`config.mk`:
```
export PLATFORM = sky130hd
export DESIGN_NAME = ldq_snoop_guard
export DESIGN_NICKNAME = d
export VERILOG_FILES = /design/src/rtl/ldq_pkg.sv /design/src/rtl/ldq_oldest_pick.sv /design/src/rtl/ldq_ptr_ctrl.sv /design/src/rtl/ldq_entry_array.sv /design/src/rtl/ldq_snoop_guard.sv
export SDC_FILE = /design/constraint.sdc
export NUM_CORES = 1
export LEC_CHECK = 0
export BUFFER_PORTS_ARGS = -buffer_cell sky130_fd_sc_hd__buf_2
export CAP_MARGIN = 20
export CORE_UTILIZATION = 50
export CTS_CLUSTER_SIZE = 14
export DETAILED_ROUTE_END_ITERATION = 16
export PLACE_DENSITY = 0.64
export RECOVER_POWER = 50
export SYNTH_ARGS = -nofsm -noshare
export SYNTH_HDL_FRONTEND = slang
export SYNTH_SLANG_ARGS = --single-unit
```
`constraint.sdc`:
```
create_clock -name clk -period 11.4 [get_ports clk]
set_clock_uncertainty 0.2 [all_clocks]
set_input_delay 2.28 -clock clk [delete_from_list [all_inputs] [get_ports clk]]
set_output_delay 2.28 -clock clk [all_outputs]
set_load 0.01 [all_outputs]
```
`src/rtl/ldq_pkg.sv`:
```
package ldq_pkg;

  typedef enum logic {
    FL_IDLE = 1'b0,
    FL_WAIT = 1'b1
  } flush_state_e;

endpackage

```
`src/rtl/ldq_oldest_pick.sv`:
```
module ldq_oldest_pick #(
  parameter int DEPTH = 16,
  parameter int IDX_W = $clog2(DEPTH)
) (
  input  logic [DEPTH-1:0] req_vec,
  input  logic [IDX_W-1:0] base,
  output logic             found,
  output logic [IDX_W-1:0] pick
);

  logic [IDX_W-1:0] probe;

  // scan from the oldest slot forward; first hit wins
  always_comb begin
    found = 1'b0;
    pick  = '0;
    probe = '0;
    for (int k = 0; k < DEPTH; k++) begin
      probe = base + IDX_W'(k);
      if (!found && req_vec[probe]) begin
        found = 1'b1;
        pick  = probe;
      end
    end
  end

  always_comb begin
    if (found) begin
      AST_PICK_IS_REQ: assert (req_vec[pick]);
    end
  end

endmodule

```
`src/rtl/ldq_ptr_ctrl.sv`:
```
module ldq_ptr_ctrl #(
  parameter int DEPTH = 16,
  parameter int IDX_W = $clog2(DEPTH),
  parameter int CNT_W = IDX_W + 1
) (
  input  logic             clk,
  input  logic             rst_n,
  input  logic             alloc_en,
  input  logic             ret_en,
  input  logic             rewind_en,
  input  logic [IDX_W-1:0] rewind_idx,
  output logic [IDX_W-1:0] head,
  output logic [IDX_W-1:0] tail,
  output logic [CNT_W-1:0] count,
  output logic             full,
  output logic             empty
);

  logic [IDX_W-1:0] head_nx;

  assign head_nx = ret_en ? head + IDX_W'(1) : head;
  assign full    = (count == CNT_W'(DEPTH));
  assign empty   = (count == '0);

  always_ff @(posedge clk) begin
    if (!rst_n) begin
      head  <= '0;
      tail  <= '0;
      count <= '0;
    end else begin
      head <= head_nx;
      if (rewind_en) begin
        tail  <= rewind_idx;
        count <= {1'b0, rewind_idx - head_nx};
      end else begin
        if (alloc_en) tail <= tail + IDX_W'(1);
        count <= count + CNT_W'(alloc_en) - CNT_W'(ret_en);
      end
    end
  end

  AST_NO_OVERFLOW: assert property (@(posedge clk) disable iff (!rst_n)
    full |-> !alloc_en);
  AST_COUNT_BOUND: assert property (@(posedge clk) disable iff (!rst_n)
    count <= CNT_W'(DEPTH));
  AST_NO_UNDERFLOW: assert property (@(posedge clk) disable iff (!rst_n)
    empty |-> !ret_en);

endmodule

```
`src/rtl/ldq_entry_array.sv`:
```
module ldq_entry_array #(
  parameter int DEPTH  = 16,
  parameter int IDX_W  = $clog2(DEPTH),
  parameter int LINE_W = 26
) (
  input  logic              clk,
  input  logic              rst_n,
  input  logic              alloc_en,
  input  logic [IDX_W-1:0]  alloc_idx,
  input  logic              exe_en,
  input  logic [IDX_W-1:0]  exe_idx,
  input  logic [LINE_W-1:0] exe_line,
  input  logic              ret_en,
  input  logic [IDX_W-1:0]  ret_idx,
  input  logic [DEPTH-1:0]  kill_mask,
  input  logic [LINE_W-1:0] snp_line,
  output logic [DEPTH-1:0]  valid_vec,
  output logic [DEPTH-1:0]  hit_vec
);

  for (genvar i = 0; i < DEPTH; i++) begin : g_slot
    logic              occ_q;
    logic              done_q;
    logic [LINE_W-1:0] line_q;

    always_ff @(posedge clk) begin
      if (!rst_n) begin
        occ_q  <= 1'b0;
        done_q <= 1'b0;
      end else if (kill_mask[i]) begin
        occ_q  <= 1'b0;
        done_q <= 1'b0;
      end else if (ret_en && ret_idx == IDX_W'(i)) begin
        occ_q  <= 1'b0;
        done_q <= 1'b0;
      end else if (alloc_en && alloc_idx == IDX_W'(i)) begin
        occ_q  <= 1'b1;
        done_q <= 1'b0;
      end else if (exe_en && exe_idx == IDX_W'(i) && occ_q) begin
        done_q <= 1'b1;
      end
    end

    always_ff @(posedge clk) begin
      if (exe_en && exe_idx == IDX_W'(i) && occ_q && !kill_mask[i]) begin
        line_q <= exe_line;
      end
    end

    assign valid_vec[i] = occ_q;
    assign hit_vec[i]   = occ_q && done_q && (line_q == snp_line);

    AST_KILL_EMPTIES: assert property (@(posedge clk) disable iff (!rst_n)
      kill_mask[i] |=> !occ_q);
    AST_DONE_NEEDS_OCC: assert property (@(posedge clk) disable iff (!rst_n)
      done_q |-> occ_q);
  end

endmodule

```
`src/rtl/ldq_snoop_guard.sv`:
```
module ldq_snoop_guard #(
  parameter int DEPTH    = 16,
  parameter int ADDR_W   = 32,
  parameter int LINE_OFS = 6,
  localparam int IDX_W   = $clog2(DEPTH),
  localparam int CNT_W   = IDX_W + 1,
  localparam int LINE_W  = ADDR_W - LINE_OFS
) (
  input  logic              clk,
  input  logic              rst_n,
  input  logic              disp_valid,
  output logic              disp_ready,
  output logic [IDX_W-1:0]  disp_idx,
  input  logic              exe_valid,
  input  logic [IDX_W-1:0]  exe_idx,
  input  logic [ADDR_W-1:0] exe_addr,
  input  logic              ret_valid,
  output logic              ret_ready,
  input  logic              snp_valid,
  input  logic [ADDR_W-1:0] snp_addr,
  input  logic              flush_done,
  output logic              clr_valid,
  output logic [IDX_W-1:0]  clr_idx
);
  import ldq_pkg::*;

  flush_state_e     fl_q;
  logic [IDX_W-1:0] head, tail;
  logic [CNT_W-1:0] count;
  logic             full, empty;
  logic [DEPTH-1:0] valid_vec, hit_vec, cand_vec, kill_mask;
  logic             found;
  logic [IDX_W-1:0] pick, pick_age;
  logic             disp_fire, ret_fire, alloc_en, clr_fire, snp_live;
  logic             clr_valid_q;
  logic [IDX_W-1:0] clr_idx_q;
  logic             unused_low;

  assign unused_low = ^{exe_addr[LINE_OFS-1:0], snp_addr[LINE_OFS-1:0]};

  assign disp_ready = !full && (fl_q == FL_IDLE);
  assign disp_idx   = tail;
  assign ret_ready  = !empty;
  assign disp_fire  = disp_valid && disp_ready;
  assign ret_fire   = ret_valid && ret_ready;
  assign snp_live   = snp_valid && (fl_q == FL_IDLE);

  // commit wins over snoop: the slot leaving this cycle is not a candidate
  always_comb begin
    cand_vec = hit_vec;
    if (ret_fire) cand_vec[head] = 1'b0;
  end

  ldq_oldest_pick #(.DEPTH(DEPTH), .IDX_W(IDX_W)) u_pick (
    .req_vec (cand_vec),
    .base    (head),
    .found   (found),
    .pick    (pick)
  );

  assign clr_fire = snp_live && found;
  assign alloc_en = disp_fire && !clr_fire;
  assign pick_age = pick - head;

  for (genvar i = 0; i < DEPTH; i++) begin : g_kill
    logic [IDX_W-1:0] age;
    assign age          = IDX_W'(i) - head;
    assign kill_mask[i] = clr_fire && valid_vec[i] && (age >= pick_age);
  end

  ldq_entry_array #(.DEPTH(DEPTH), .IDX_W(IDX_W), .LINE_W(LINE_W)) u_slots (
    .clk       (clk),
    .rst_n     (rst_n),
    .alloc_en  (alloc_en),
    .alloc_idx (tail),
    .exe_en    (exe_valid),
    .exe_idx   (exe_idx),
    .exe_line  (exe_addr[ADDR_W-1:LINE_OFS]),
    .ret_en    (ret_fire),
    .ret_idx   (head),
    .kill_mask (kill_mask),
    .snp_line  (snp_addr[ADDR_W-1:LINE_OFS]),
    .valid_vec (valid_vec),
    .hit_vec   (hit_vec)
  );

  ldq_ptr_ctrl #(.DEPTH(DEPTH), .IDX_W(IDX_W), .CNT_W(CNT_W)) u_ptr (
    .clk        (clk),
    .rst_n      (rst_n),
    .alloc_en   (alloc_en),
    .ret_en     (ret_fire),
    .rewind_en  (clr_fire),
    .rewind_idx (pick),
    .head       (head),
    .tail       (tail),
    .count      (count),
    .full       (full),
    .empty      (empty)
  );

  always_ff @(posedge clk) begin
    if (!rst_n) begin
      fl_q        <= FL_IDLE;
      clr_valid_q <= 1'b0;
      clr_idx_q   <= '0;
    end else begin
      clr_valid_q <= clr_fire;
      if (clr_fire) clr_idx_q <= pick;
      case (fl_q)
        FL_IDLE: if (clr_fire)   fl_q <= FL_WAIT;
        FL_WAIT: if (flush_done) fl_q <= FL_IDLE;
        default:                 fl_q <= FL_IDLE;
      endcase
    end
  end

  assign clr_valid = clr_valid_q;
  assign clr_idx   = clr_idx_q;

  AST_CLR_ONE_CYCLE: assert property (@(posedge clk) disable iff (!rst_n)
    clr_valid |=> !clr_valid);
  AST_CLR_FROM_SNOOP: assert property (@(posedge clk) disable iff (!rst_n)
    clr_valid |-> $past(snp_valid));
  AST_CLR_REWINDS: assert property (@(posedge clk) disable iff (!rst_n)
    clr_valid |-> (tail == clr_idx));
  AST_HOLD_NO_DISP: assert property (@(posedge clk) disable iff (!rst_n)
    (fl_q == FL_WAIT) |-> !disp_ready);
  AST_CLR_NOT_IN_HOLD: assert property (@(posedge clk) disable iff (!rst_n)
    clr_valid |-> ($past(fl_q) == FL_IDLE));

endmodule

```
# After elaboration in Yosys (flattened, before gate mapping)
# Index checks and enable logic that the tools add are counted.
[classes] n_div=0 n_reduce_logical=238 n_addsub=36 order_cmp=33 n_shift=0 n_mux=74 mul=0 eq_ne=62 bitwise=4
[ops] op="$eq A26 B26 Y1" n=16
[ops] op="$logic_and A1 B1 Y1" n=166
[ops] op="$eq A4 B4 Y1 const B" n=24
[ops] op="$lt A4 B5 Y1 const B" n=16
[ops] op="$mux W4" n=20
[ops] op="$bmux W1 S4" n=16
[ops] op="$ge A4 B4 Y1" n=16
[ops] op="$reduce_or A4 Y1" n=16
[ops] op="$eq A4 B3 Y1 const B" n=12
[ops] op="$reduce_or A3 Y1" n=16
[ops] op="$mux W1" n=35
[ops] op="$logic_not A1 Y1" n=34
[ops] op="$add A4 B4 Y4 const B" n=8
[ops] op="$sub A4 B4 Y4 const A" n=8
[ops] op="$eq A4 B2 Y1 const B" n=6
[ops] op="$add A4 B3 Y4 const B" n=4
[ops] op="$and A16 B16 Y16" n=1
[ops] op="$mux W16" n=1
[ops] op="$not A16 Y16" n=1
[ops] op="$sub A3 B4 Y4 const A" n=4
[ops] op="$eq A4 B1 Y1 const B" n=3
[ops] op="$logic_not A4 Y1" n=3
[ops] op="$add A4 B1 Y4 const B" n=2
[ops] op="$add A4 B2 Y4 const B" n=2
[ops] op="other kinds (13)" n=17
[word_totals] out_inout_bits=11 mem_bits_rw=0 n_memories=0 rom_bits=0 latchBits=0 in_bits=75 register_bits=467

# Longest topological paths before layout
# Gate-level depths: netlist of the first run.
[depth] ltp_word=61 depth_mapped=32

# Cells and area by module
# A second synthesis of the first run with hierarchy kept.
[unflattened] hier_cells=1782 hier_area_um2=23840.4
[modules_own_cells] mod="ldq_entry_array" area_each_um2=19368.6 seq_area_each_um2=13132.6 cells_per_inst=1259 instances=1
[modules_own_cells] mod="ldq_oldest_pick" area_each_um2=2087.0 seq_area_each_um2=0.0 cells_per_inst=247 instances=1
[modules_own_cells] mod="ldq_snoop_guard" area_each_um2=1519.0 seq_area_each_um2=120.1 cells_per_inst=188 instances=1
[modules_own_cells] mod="ldq_ptr_ctrl" area_each_um2=865.8 seq_area_each_um2=260.2 cells_per_inst=88 instances=1

# Worst setup path after synthesis of the first run
# No wires, ideal clock.
[synth_path] path_type="input-to-reg" start="in snp_addr[13]" end="reg u_slots.g_slot[15].line_q[0], enable pin" arrival_ns=9.233 path_stages=23 n_path_buf=2 required_ns=10.791 slack_ns=1.558 path_cell_list="buf_2 -> buf_4 -> xor2_1 -> nor4_1 -> nand2_1 -> or4_1 -> mux4_2 -> mux4_2 -> and4b_1 -> and2_1 -> a221oi_1 -> a21oi_1 -> o22a_1 -> ha_1 -> a21o_1 -> a21oi_1 -> xnor2_1 -> xnor2_1 -> ha_1 -> nor2b_1 -> o21ai_0 -> nor2_1 -> nor2_1"
[synth_between] elab_chain_len=57 elab_cells_between_ends=135 classes_between="add/sub: 1; order compare: 1; eq/ne: 16; mux: 65; bitwise: 1; reduce/logical: 51"
[synth_rtl] item="start: declaration" line_no="ldq_snoop_guard.sv:20" text="input logic [ADDR_W-1:0] snp_addr,"
[synth_rtl] item="$eq A26 B26 Y1" line_no="ldq_entry_array.sv:51" text="assign hit_vec[i] = occ_q && done_q && (line_q == snp_line);"
[synth_rtl] item="$logic_and A1 B1 Y1" line_no="ldq_entry_array.sv:51"
[synth_rtl] item="$and A16 B16 Y16 (no source line)"
[synth_rtl] item="$mux W16 *" line_no="ldq_snoop_guard.sv:51" text="if (ret_fire) cand_vec[head] = 1'b0;"
[synth_rtl] item="$bmux W1 S4" line_no="ldq_oldest_pick.sv:20" text="if (!found && req_vec[probe]) begin"
[synth_rtl] item="$mux W1 (implied by the code)" line_no="ldq_oldest_pick.sv:20"
[synth_rtl] item="$mux W1" line_no="ldq_oldest_pick.sv:20"
[synth_rtl] item="$logic_not A1 Y1" line_no="ldq_oldest_pick.sv:20"
[synth_rtl] item="(+42 left out)"
[synth_rtl] item="$logic_and A1 B1 Y1" line_no="ldq_oldest_pick.sv:20"
[synth_rtl] item="$mux W4 *" line_no="ldq_oldest_pick.sv:20"
[synth_rtl] item="named net pick[1]" line_no="ldq_snoop_guard.sv:33" text="logic [IDX_W-1:0] pick, pick_age;"
[synth_rtl] item="$sub A4 B4 Y4 *" line_no="ldq_snoop_guard.sv:63" text="assign pick_age = pick - head;"
[synth_rtl] item="$ge A4 B4 Y1 *" line_no="ldq_snoop_guard.sv:68" text="assign kill_mask[i] = clr_fire && valid_vec[i] && (age >= pick_age);"
[synth_rtl] item="$logic_and A1 B1 Y1 *" line_no="ldq_snoop_guard.sv:68"
[synth_rtl] item="$logic_not A1 Y1 *" line_no="ldq_entry_array.sv:45" text="if (exe_en && exe_idx == IDX_W'(i) && occ_q && !kill_mask[i]) begin"
[synth_rtl] item="$logic_and A1 B1 Y1 *" line_no="ldq_entry_array.sv:45"
[synth_rtl] item="end signal: assignment" line_no="ldq_entry_array.sv:46" text="line_q <= exe_line;"
[synth_rtl] item="end: declaration" line_no="ldq_entry_array.sv:24" text="logic [LINE_W-1:0] line_q;"
# Mark *: on every way through the listed nets, which the timed path passes. The rest lies on a longest branch. The select of a mux whose other input is x is not followed.
# A chain may end at the register's enable or synchronous reset.

# Worst setup path in the final report of the first run
[layout_path] start="in ret_valid" end="reg u_slots.g_slot[3].line_q[19], enable pin"
[layout_between] elab_chain_len=55 elab_cells_between_ends=103 classes_between="add/sub: 1; order compare: 1; mux: 65; reduce/logical: 36"
[layout_rtl] item="start: declaration" line_no="ldq_snoop_guard.sv:17" text="input logic ret_valid,"
[layout_rtl] item="$logic_and A1 B1 Y1 *" line_no="ldq_snoop_guard.sv:45" text="assign ret_fire = ret_valid && ret_ready;"
[layout_rtl] item="$mux W16 *" line_no="ldq_snoop_guard.sv:51"
[layout_rtl] item="$bmux W1 S4" line_no="ldq_oldest_pick.sv:20"
[layout_rtl] item="$mux W1 (implied by the code)" line_no="ldq_oldest_pick.sv:20"
[layout_rtl] item="$mux W1" line_no="ldq_oldest_pick.sv:20"
[layout_rtl] item="$logic_not A1 Y1" line_no="ldq_oldest_pick.sv:20"
[layout_rtl] item="$logic_and A1 B1 Y1" line_no="ldq_oldest_pick.sv:20"
[layout_rtl] item="$mux W1" line_no="ldq_oldest_pick.sv:20"
[layout_rtl] item="(+40 left out)"
[layout_rtl] item="$logic_and A1 B1 Y1" line_no="ldq_oldest_pick.sv:20"
[layout_rtl] item="$mux W4 *" line_no="ldq_oldest_pick.sv:20"
[layout_rtl] item="named net pick[2]" line_no="ldq_snoop_guard.sv:33"
[layout_rtl] item="$sub A4 B4 Y4 *" line_no="ldq_snoop_guard.sv:63"
[layout_rtl] item="$ge A4 B4 Y1 *" line_no="ldq_snoop_guard.sv:68"
[layout_rtl] item="$logic_and A1 B1 Y1 *" line_no="ldq_snoop_guard.sv:68"
[layout_rtl] item="$logic_not A1 Y1 *" line_no="ldq_entry_array.sv:45"
[layout_rtl] item="$logic_and A1 B1 Y1 *" line_no="ldq_entry_array.sv:45"
[layout_rtl] item="end signal: assignment" line_no="ldq_entry_array.sv:46"
[layout_rtl] item="end: declaration" line_no="ldq_entry_array.sv:24"
# Marked as above.

==> out/results.ini, run 1 <==
[critical_path]
worst-endpoint-arrival_ns=10.76
worstSetupEndpointType=register
regToRegStartpoint=u_ptr.count[3]
ff2ff_path_depth=24
r2r_path_end=u_slots.g_slot[3].line_q[19]
setup.reg_to_reg.worst_slack_ns=1.23
path_max_fanout=26
worstSetupStartpointType=primary input
criticalPathCategory=primary input to register
wp_data_required_ns=11.54

[floorplan]
initial_core_util_pct=50.9
die_width_um=231
die_area_um2=53300
top_level_ports=86
std_cell_rows=83
die_h_um=231
core_area_um2=51500

[final_layout]
multi_input_comb_area_um2=12000
sequential_cell_area_um2=13500
final_layout_size_suffix_gt1_share_pct=11.7
finish.net_count=2492
final_design_area_no_fill_um2=29300
num-fill-cells=4304
area_growth_syn_to_layout_pct=11.8

[synth]
synth_area_per_cell_um2=11.7
yosys.cell_types.count=92
synthesis.instances=2248
synth_top_area_share_pct=47.7
async_reset_ff_share_pct=0
synth_seq_area_share_pct=51.6
synth.largest_area_cell=sky130_fd_sc_hd__edfxtp_1
synth-edff-count=416
post_synthesis_cell_area_um2=26200
yosys.cell_count.top_type=sky130_fd_sc_hd__edfxtp_1
ys_top_cells_by_area=sky130_fd_sc_hd__edfxtp_1 48%, sky130_fd_sc_hd__xor2_1 13%, sky130_fd_sc_hd__nor4_1 4.6%, sky130_fd_sc_hd__dfxtp_1 3.9%, sky130_fd_sc_hd__mux4_2 2.9%
synth_nets=2384
prevailing_post_synth_register_cell=sky130_fd_sc_hd__edfxtp_1
post_synth_most_frequent_cells=416 x sky130_fd_sc_hd__edfxtp_1, 396 x sky130_fd_sc_hd__xor2_1, 191 x sky130_fd_sc_hd__nor4_1, 139 x sky130_fd_sc_hd__nand2_1, 130 x sky130_fd_sc_hd__nor3_1
flip_flop_and_latch_count_after_synthesis=467
synth-warning-count=0

[timing]
timing_max_transition_violations_final=454
report.final.hold_viol_count=0
worst_slew_margin_rel_pct=-33.0
finalSetupViolCount=0
final.min_clock_period_ns=10.62
period_share_pct=93.2
worst-slew-pin-transition_ns=1.99
grt_setup_unrepaired=false
fmax_ghz=0.0941
timing.setup.tns_ns=0

[cts]
clkLatencyLatePin_ns=0.63
hold_buf_cts=0
postCtsResizedCells=0
numClockSinks=467
cts_max_level=2
ctsRootBufferMaster=sky130_fd_sc_hd__clkbuf_16
cts-buffers-inserted=50
clock_pin_transition_on_the_worst_setup_and_hold_timing_paths_ns=0.06
post-cts-setup-buffer-count=0
cts_tree=built
cts.path.max_buffers=3

[min_path]
hold_path_end=clr_idx[0]
worst_hold_startpoint=clr_idx[0]
min-delay-path-class=register to register
timing.hold.worst_path_depth=2

[detailed_routing]
average_routed_wire_per_standard_cell_um=33.6
drc_violations=0
viasPerCell=6.85
met3_wirelength_um=13000
detailedRoute.firstPassIterationCount=6
initial_drc_count=3183
wirelength_met1_um=39000
met2WireLength_um=43800
vias=21100
topRoutingLayerUsed=met4
routed_wirelength_um=103000
ant_nets=0

[global_route]
first_global_vias=19500
grt_util_all_layers_pct=38.5
antenna_found_initial=3
grt_start_max_net_pins=28
global_route.overflow_total=0
first_pass_grt_wire_length_um=143000

[outcome]
run_status=complete, but fails checks
failed_checks=max-capacitance violations, max-slew violations

[power_and_ir_drop]
power.combinational.fraction_pct=33.8
power.net_switching_mw=2.02
clock_power_share_pct=31.6
power_density_nw_per_um2=190
ir_drop_v=0.000145
cellLeakagePower_nw=9.88
sequential_power_share_pct=34.5
power_switching_share_pct=36.2
total_power_mw=5.58
internal_power_mw=3.56

[placement]
placement_cell_area_um2=27600
io_buffers=73
place.detailed.hpwl_um=71000
routabilityCongestion=1.05

[run]
maximum_capacitance_violations=26

[final cells by class]
cell class	instances	area share, %
Sequential cell	467	46.1
Multi-Input combinational cell	1639	41.0
Clock buffer	58	4.41
Timing Repair Buffer	162	3.46
Tap cell	680	2.90
Clock inverter	35	1.67
Inverter	36	0.461
Antenna cell	1	0.00854
[critical path, cell delays in order]
cell and delay, ns:
sky130_fd_sc_hd__clkbuf_1 1.00, sky130_fd_sc_hd__nand4_1 0.58, sky130_fd_sc_hd__and4_1 0.46, sky130_fd_sc_hd__mux4_2 0.55
sky130_fd_sc_hd__mux2_2 0.30, sky130_fd_sc_hd__o22ai_1 0.75, sky130_fd_sc_hd__nand3_1 0.57, sky130_fd_sc_hd__nor4_1 0.64
sky130_fd_sc_hd__buf_4 0.23, sky130_fd_sc_hd__nand2_1 0.08, sky130_fd_sc_hd__or2_2 0.30, sky130_fd_sc_hd__o221ai_1 0.11
sky130_fd_sc_hd__o31a_1 0.26, sky130_fd_sc_hd__ha_1 0.28, sky130_fd_sc_hd__xnor2_1 0.75, sky130_fd_sc_hd__ha_1 0.39
sky130_fd_sc_hd__o21bai_1 0.34, sky130_fd_sc_hd__a21o_1 0.26, sky130_fd_sc_hd__nand3_1 0.13, sky130_fd_sc_hd__and4_1 0.23
sky130_fd_sc_hd__buf_4 0.24
[placed cells by master (no fill, tap or decap), drive strengths merged, types with 6 or more instances in the layout]
cell	netlist	layout
or2	6	6
xor2	396	396
a21o	14	14
dfxtp	51	51
mux4	34	34
edfxtp	416	416
mux2i	21	21
o22ai	10	10
and2	17	17
xnor2	54	54
or4b	6	6
ha	58	58
clkbuf	36	98
or4	27	27
o21ai	33	33
clkinv	4	25
nand2	140	140
o2111ai	14	14
a31oi	25	25
and3	23	23
inv	32	32
nand3	43	43
a21oi	56	56
nand2b	14	14
a211oi	11	11
nor3b	8	8
nor4	192	192
bufinv	0	10
nor2	99	99
buf	70	122
and4	13	13
nor3	130	130
nand4	80	80
[registers in the layout (all words and copies together) (netlist names)]
name	cells
clr_valid	1
u_ptr.head	4
u_ptr.count	5
fl_q	1
u_slots.g_slot.done_q	16
u_slots.g_slot.occ_q	16
u_ptr.tail	4
u_slots.g_slot.line_q	416
clr_idx	4
[power by group through the flow]
stage / Clock (mW) / Sequential, mW / Combinational (mW)
final: 1.76 / 1.93 / 1.89
after global routing: 1.83 / 1.93 / 2.03
after CTS: 1.77 / 1.92 / 1.84
after detailed placement: 0 / 1.96 / 1.84
after global placement: 0 / 1.96 / 1.79
after floorplan: 0 / 1.95 / 1.19
[how the worst max path moves through the flow]
stage,from,slack (ns),endpoint
finish,ret_valid,0.78,u_slots.g_slot[3].line_q[19]
global route,ret_valid,0.57,u_slots.g_slot[7].line_q[2]
CTS,snp_addr[25],1.69,u_slots.g_slot[7].line_q[8]
detailed placement,snp_addr[25],1.06,u_slots.g_slot[3].line_q[19]
global placement,snp_addr[14],0.76,u_slots.g_slot[14].line_q[5]
floorplan,snp_addr[13],1.56,u_slots.g_slot[15].line_q[0]
[metal layers]
metal | vias to the layer above | global-route usage, %
met5 | - | 0.276
met3 | 365 | 9.09
met1 | 10300 | 51.3
li1 | 8830 | -
met2 | 1589 | 56.9
met4 | 0 | 22.9
[stage by stage]
stage	setup WS, ns	hold WS, ns	cells	utilization [%]
2_1_floorplan	1.56	0.259	2248	-
3_3_place_gp	0.763	0.241	2981	53.5
3_5_place_dp	1.06	0.248	2982	53.5
4_1_cts	1.69	0.257	3075	57.0
5_1_grt	0.566	0.293	3077	56.9
6_report	0.779	0.256	3078	56.9
[logic make-up after synthesis]
kind of cell / Yosys count / share of synthesized area [%]
flip-flops: 467 / 51.6
adder cells (fa/ha/maj): 61 / 3.00
AO/OA/AOI/OAI: 238 / 6.25
XOR/XNOR: 450 / 15.0
AND/OR/NAND/NOR: 831 / 17.5
buffers and inverters: 142 / 2.75
multiplexers: 59 / 3.90
Note: power is estimated with default switching activity, not from simulation.
==> run 2, diff against run 1 <==
--- a/config.mk
+++ b/config.mk
@@ -7,11 +7,13 @@
 export LEC_CHECK = 0
 export BUFFER_PORTS_ARGS = -buffer_cell sky130_fd_sc_hd__buf_2
 export CAP_MARGIN = 20
+export CORE_MARGIN = 4
 export CORE_UTILIZATION = 50
 export CTS_CLUSTER_SIZE = 14
 export DETAILED_ROUTE_END_ITERATION = 16
 export PLACE_DENSITY = 0.64
 export RECOVER_POWER = 50
+export REMOVE_ABC_BUFFERS = 1
 export SYNTH_ARGS = -nofsm -noshare
 export SYNTH_HDL_FRONTEND = slang
 export SYNTH_SLANG_ARGS = --single-unit
==> run 2 against run 1 <==
  * The run still ends with max-capacitance violations, max-slew violations left
  * Non-clock buffer count fell by 1
  * Final cell count did not move
  * Hold slack improved by 0.0057 ns
  * Total power fell by 2.2%
  * Routed wire length rose by 2.1%
  * Critical path depth rose by 4
  * First-iteration DRC count rose by 9.5%
  * Global-route usage fell by 1.9 points
  * Sequential share of layout area rose by 0.38 points
  * Combinational power rose by 3%
  * Die area rose by 5.3%
  * Utilization fell by 0.58 points
  * Critical endpoint is now u_slots.g_slot[1].line_q[18]
==> out/results.ini, run 2 (synthesis gave the netlist of run 1 again) <==
[outcome]
run_status=complete, but fails checks
failed_checks=max-capacitance violations, max-slew violations

[floorplan]
core_area_um2=51600
initial_core_util_pct=50.8
top_level_ports=86
die_area_um2=56100
std_cell_rows=83
die_width_um=237
die_h_um=237

[power_and_ir_drop]
clock_power_share_pct=28.9
power.combinational.fraction_pct=35.8
cellLeakagePower_nw=9.77
internal_power_mw=3.36
power_density_nw_per_um2=188
power_switching_share_pct=38.3
ir_drop_v=0.000132
power.net_switching_mw=2.09
sequential_power_share_pct=35.3

[final_layout]
finish.net_count=2491
utilization_pct=56.3
area_growth_syn_to_layout_pct=10.9
num-fill-cells=4305
layout_commonest_cell=sky130_fd_sc_hd__edfxtp_1
largest-register=u_slots.g_slot.line_q
final_design_area_no_fill_um2=29100
reg.largest.list=u_slots.g_slot.line_q x416, u_slots.g_slot.done_q x16, u_slots.g_slot.occ_q x16
final_layout_size_suffix_gt1_share_pct=11.2
layout.cells.most_common_list=416 x sky130_fd_sc_hd__edfxtp_1, 396 x sky130_fd_sc_hd__xor2_1, 191 x sky130_fd_sc_hd__nor4_1
largest_reg_flops=416

[detailed_routing]
drc_violations=0
ant_nets=0
vias=21200
viasPerCell=6.89
routed_wirelength_um=106000
initial_drc_count=3486
average_routed_wire_per_standard_cell_um=34.3
detailedRoute.firstPassIterationCount=6

[placement]
post_placement_setup_slack_ns=0.812
routabilityCongestion=1.06
io_buffers=73
place.detailed.hpwl_um=73300
placement_cell_area_um2=27500

[timing]
period_share_pct=94.6
timing_max_transition_violations_final=452
layout_setup_ws_ns=0.618
final.min_clock_period_ns=10.78
hold_ws_ns=0.262
grt_setup_unrepaired=false
worst-slew-pin-transition_ns=2.04
fmax_ghz=0.0927
finalSetupViolCount=0
report.final.hold_viol_count=0
timing.setup.tns_ns=0
worst_slew_margin_rel_pct=-36.1

[global_route]
grt_util_all_layers_pct=36.5
antenna_found_initial=1
first_global_vias=20400
grt_start_max_net_pins=31
first_pass_grt_wire_length_um=147000
global_route.overflow_total=0

[critical_path]
worstSetupStartpointType=primary input
worst-endpoint-arrival_ns=10.87
criticalPathCategory=primary input to register
worstSetupEndpointType=register
path_max_fanout=26
wp_data_required_ns=11.49

[cts]
cts_tree=built
cts_max_level=2
postCtsResizedCells=0
hold_buf_cts=0
cts-buffers-inserted=50
numClockSinks=467
clock_pin_transition_on_the_worst_setup_and_hold_timing_paths_ns=0.06
post-cts-setup-buffer-count=0
ctsRootBufferMaster=sky130_fd_sc_hd__clkbuf_16
clkLatencyLatePin_ns=0.63
cts.path.max_buffers=3

[run]
maximum_capacitance_violations=27

[min_path]
min-delay-path-class=register to register

## run 2: cell types whose count changed in the layout (fill, tap and decap cells not counted), moves of 3 or more
cell / previous run / this run
sky130_fd_sc_hd__clkinv_4: 3 / 0
sky130_fd_sc_hd__bufinv_16: 10 / 2
sky130_fd_sc_hd__clkbuf_1: 46 / 50
sky130_fd_sc_hd__buf_12: 3 / 0
sky130_fd_sc_hd__clkinv_1: 9 / 16
## run 2: worst max-delay path: stages
cell and delay (ns):
sky130_fd_sc_hd__buf_2 0.29, sky130_fd_sc_hd__buf_4 0.38, sky130_fd_sc_hd__xor2_1 0.11, sky130_fd_sc_hd__nor4_1 0.73
sky130_fd_sc_hd__nand2_1 0.18, sky130_fd_sc_hd__or4_1 0.69, sky130_fd_sc_hd__mux4_2 0.54, sky130_fd_sc_hd__o22ai_1 0.45
sky130_fd_sc_hd__nor3_1 0.14, sky130_fd_sc_hd__nand4b_2 0.29, sky130_fd_sc_hd__nor3_1 0.13, sky130_fd_sc_hd__a211o_1 0.32
sky130_fd_sc_hd__a2bb2oi_1 1.28, sky130_fd_sc_hd__ha_1 0.32, sky130_fd_sc_hd__inv_1 0.06, sky130_fd_sc_hd__fa_1 0.48
sky130_fd_sc_hd__inv_1 0.13, sky130_fd_sc_hd__ha_1 0.34, sky130_fd_sc_hd__a21oi_1 0.04, sky130_fd_sc_hd__or2_2 0.31
sky130_fd_sc_hd__a21o_1 0.20, sky130_fd_sc_hd__a21oi_1 0.42, sky130_fd_sc_hd__nor3b_1 0.18, sky130_fd_sc_hd__nor2_2 0.17
sky130_fd_sc_hd__buf_4 0.35
## run 2: path summary, 6_finish.rpt
| path | start | end | slack (ns) | cells past startpoint |
|---|---|---|---|---|
| setup reg to reg | u_ptr.count[2] | u_slots.g_slot[1].line_q[18] | 1.12 | 27 |
| hold reg to reg | clr_idx[3] | clr_idx[3] | 0.26 | 2 |
| hold / removal | clr_idx[3] | clr_idx[3] | 0.26 | 2 |
| setup / recovery | snp_addr[16] | u_slots.g_slot[1].line_q[18] | 0.62 | 25 |
## run 2: cell type report
type	count	area [um^2]	area share [%]
multi-input cells	1639	12000	41.3
flip-flops and latches	467	13500	46.5
clock inverters	31	251	0.865
clock buffers	61	1290	4.45
well taps	680	851	2.93
repair buffers	161	1010	3.48
inverters	36	135	0.465
diodes	3	7.51	0.0258
## run 2: layer usage
metal	share of wire (%)	vias up	global-route usage (%)
li1	-	8805	-
met1	38	10500	49.7
met2	43	1546	54.2
met3	13	320	9.66
met4	6.2	0	18.5
met5	0	-	0
## run 2: power by group through the flow
stage / Sequential [mW] / Clock, mW / Combinational [mW]
after floorplan: 1.96 / 0 / 1.09
after global placement: 1.96 / 0 / 1.88
after detailed placement: 1.96 / 0 / 1.90
after CTS: 1.92 / 1.59 / 1.91
after global routing: 1.93 / 1.66 / 2.07
final: 1.92 / 1.58 / 1.95
## run 2: through the flow
step / instances / power, mW
2_1_floorplan: 2142 / 3.06
3_3_place_gp: 2981 / 3.84
3_5_place_dp: 2981 / 3.85
4_1_cts: 3073 / 5.42
5_1_grt: 3075 / 5.66
6_report: 3078 / 5.45
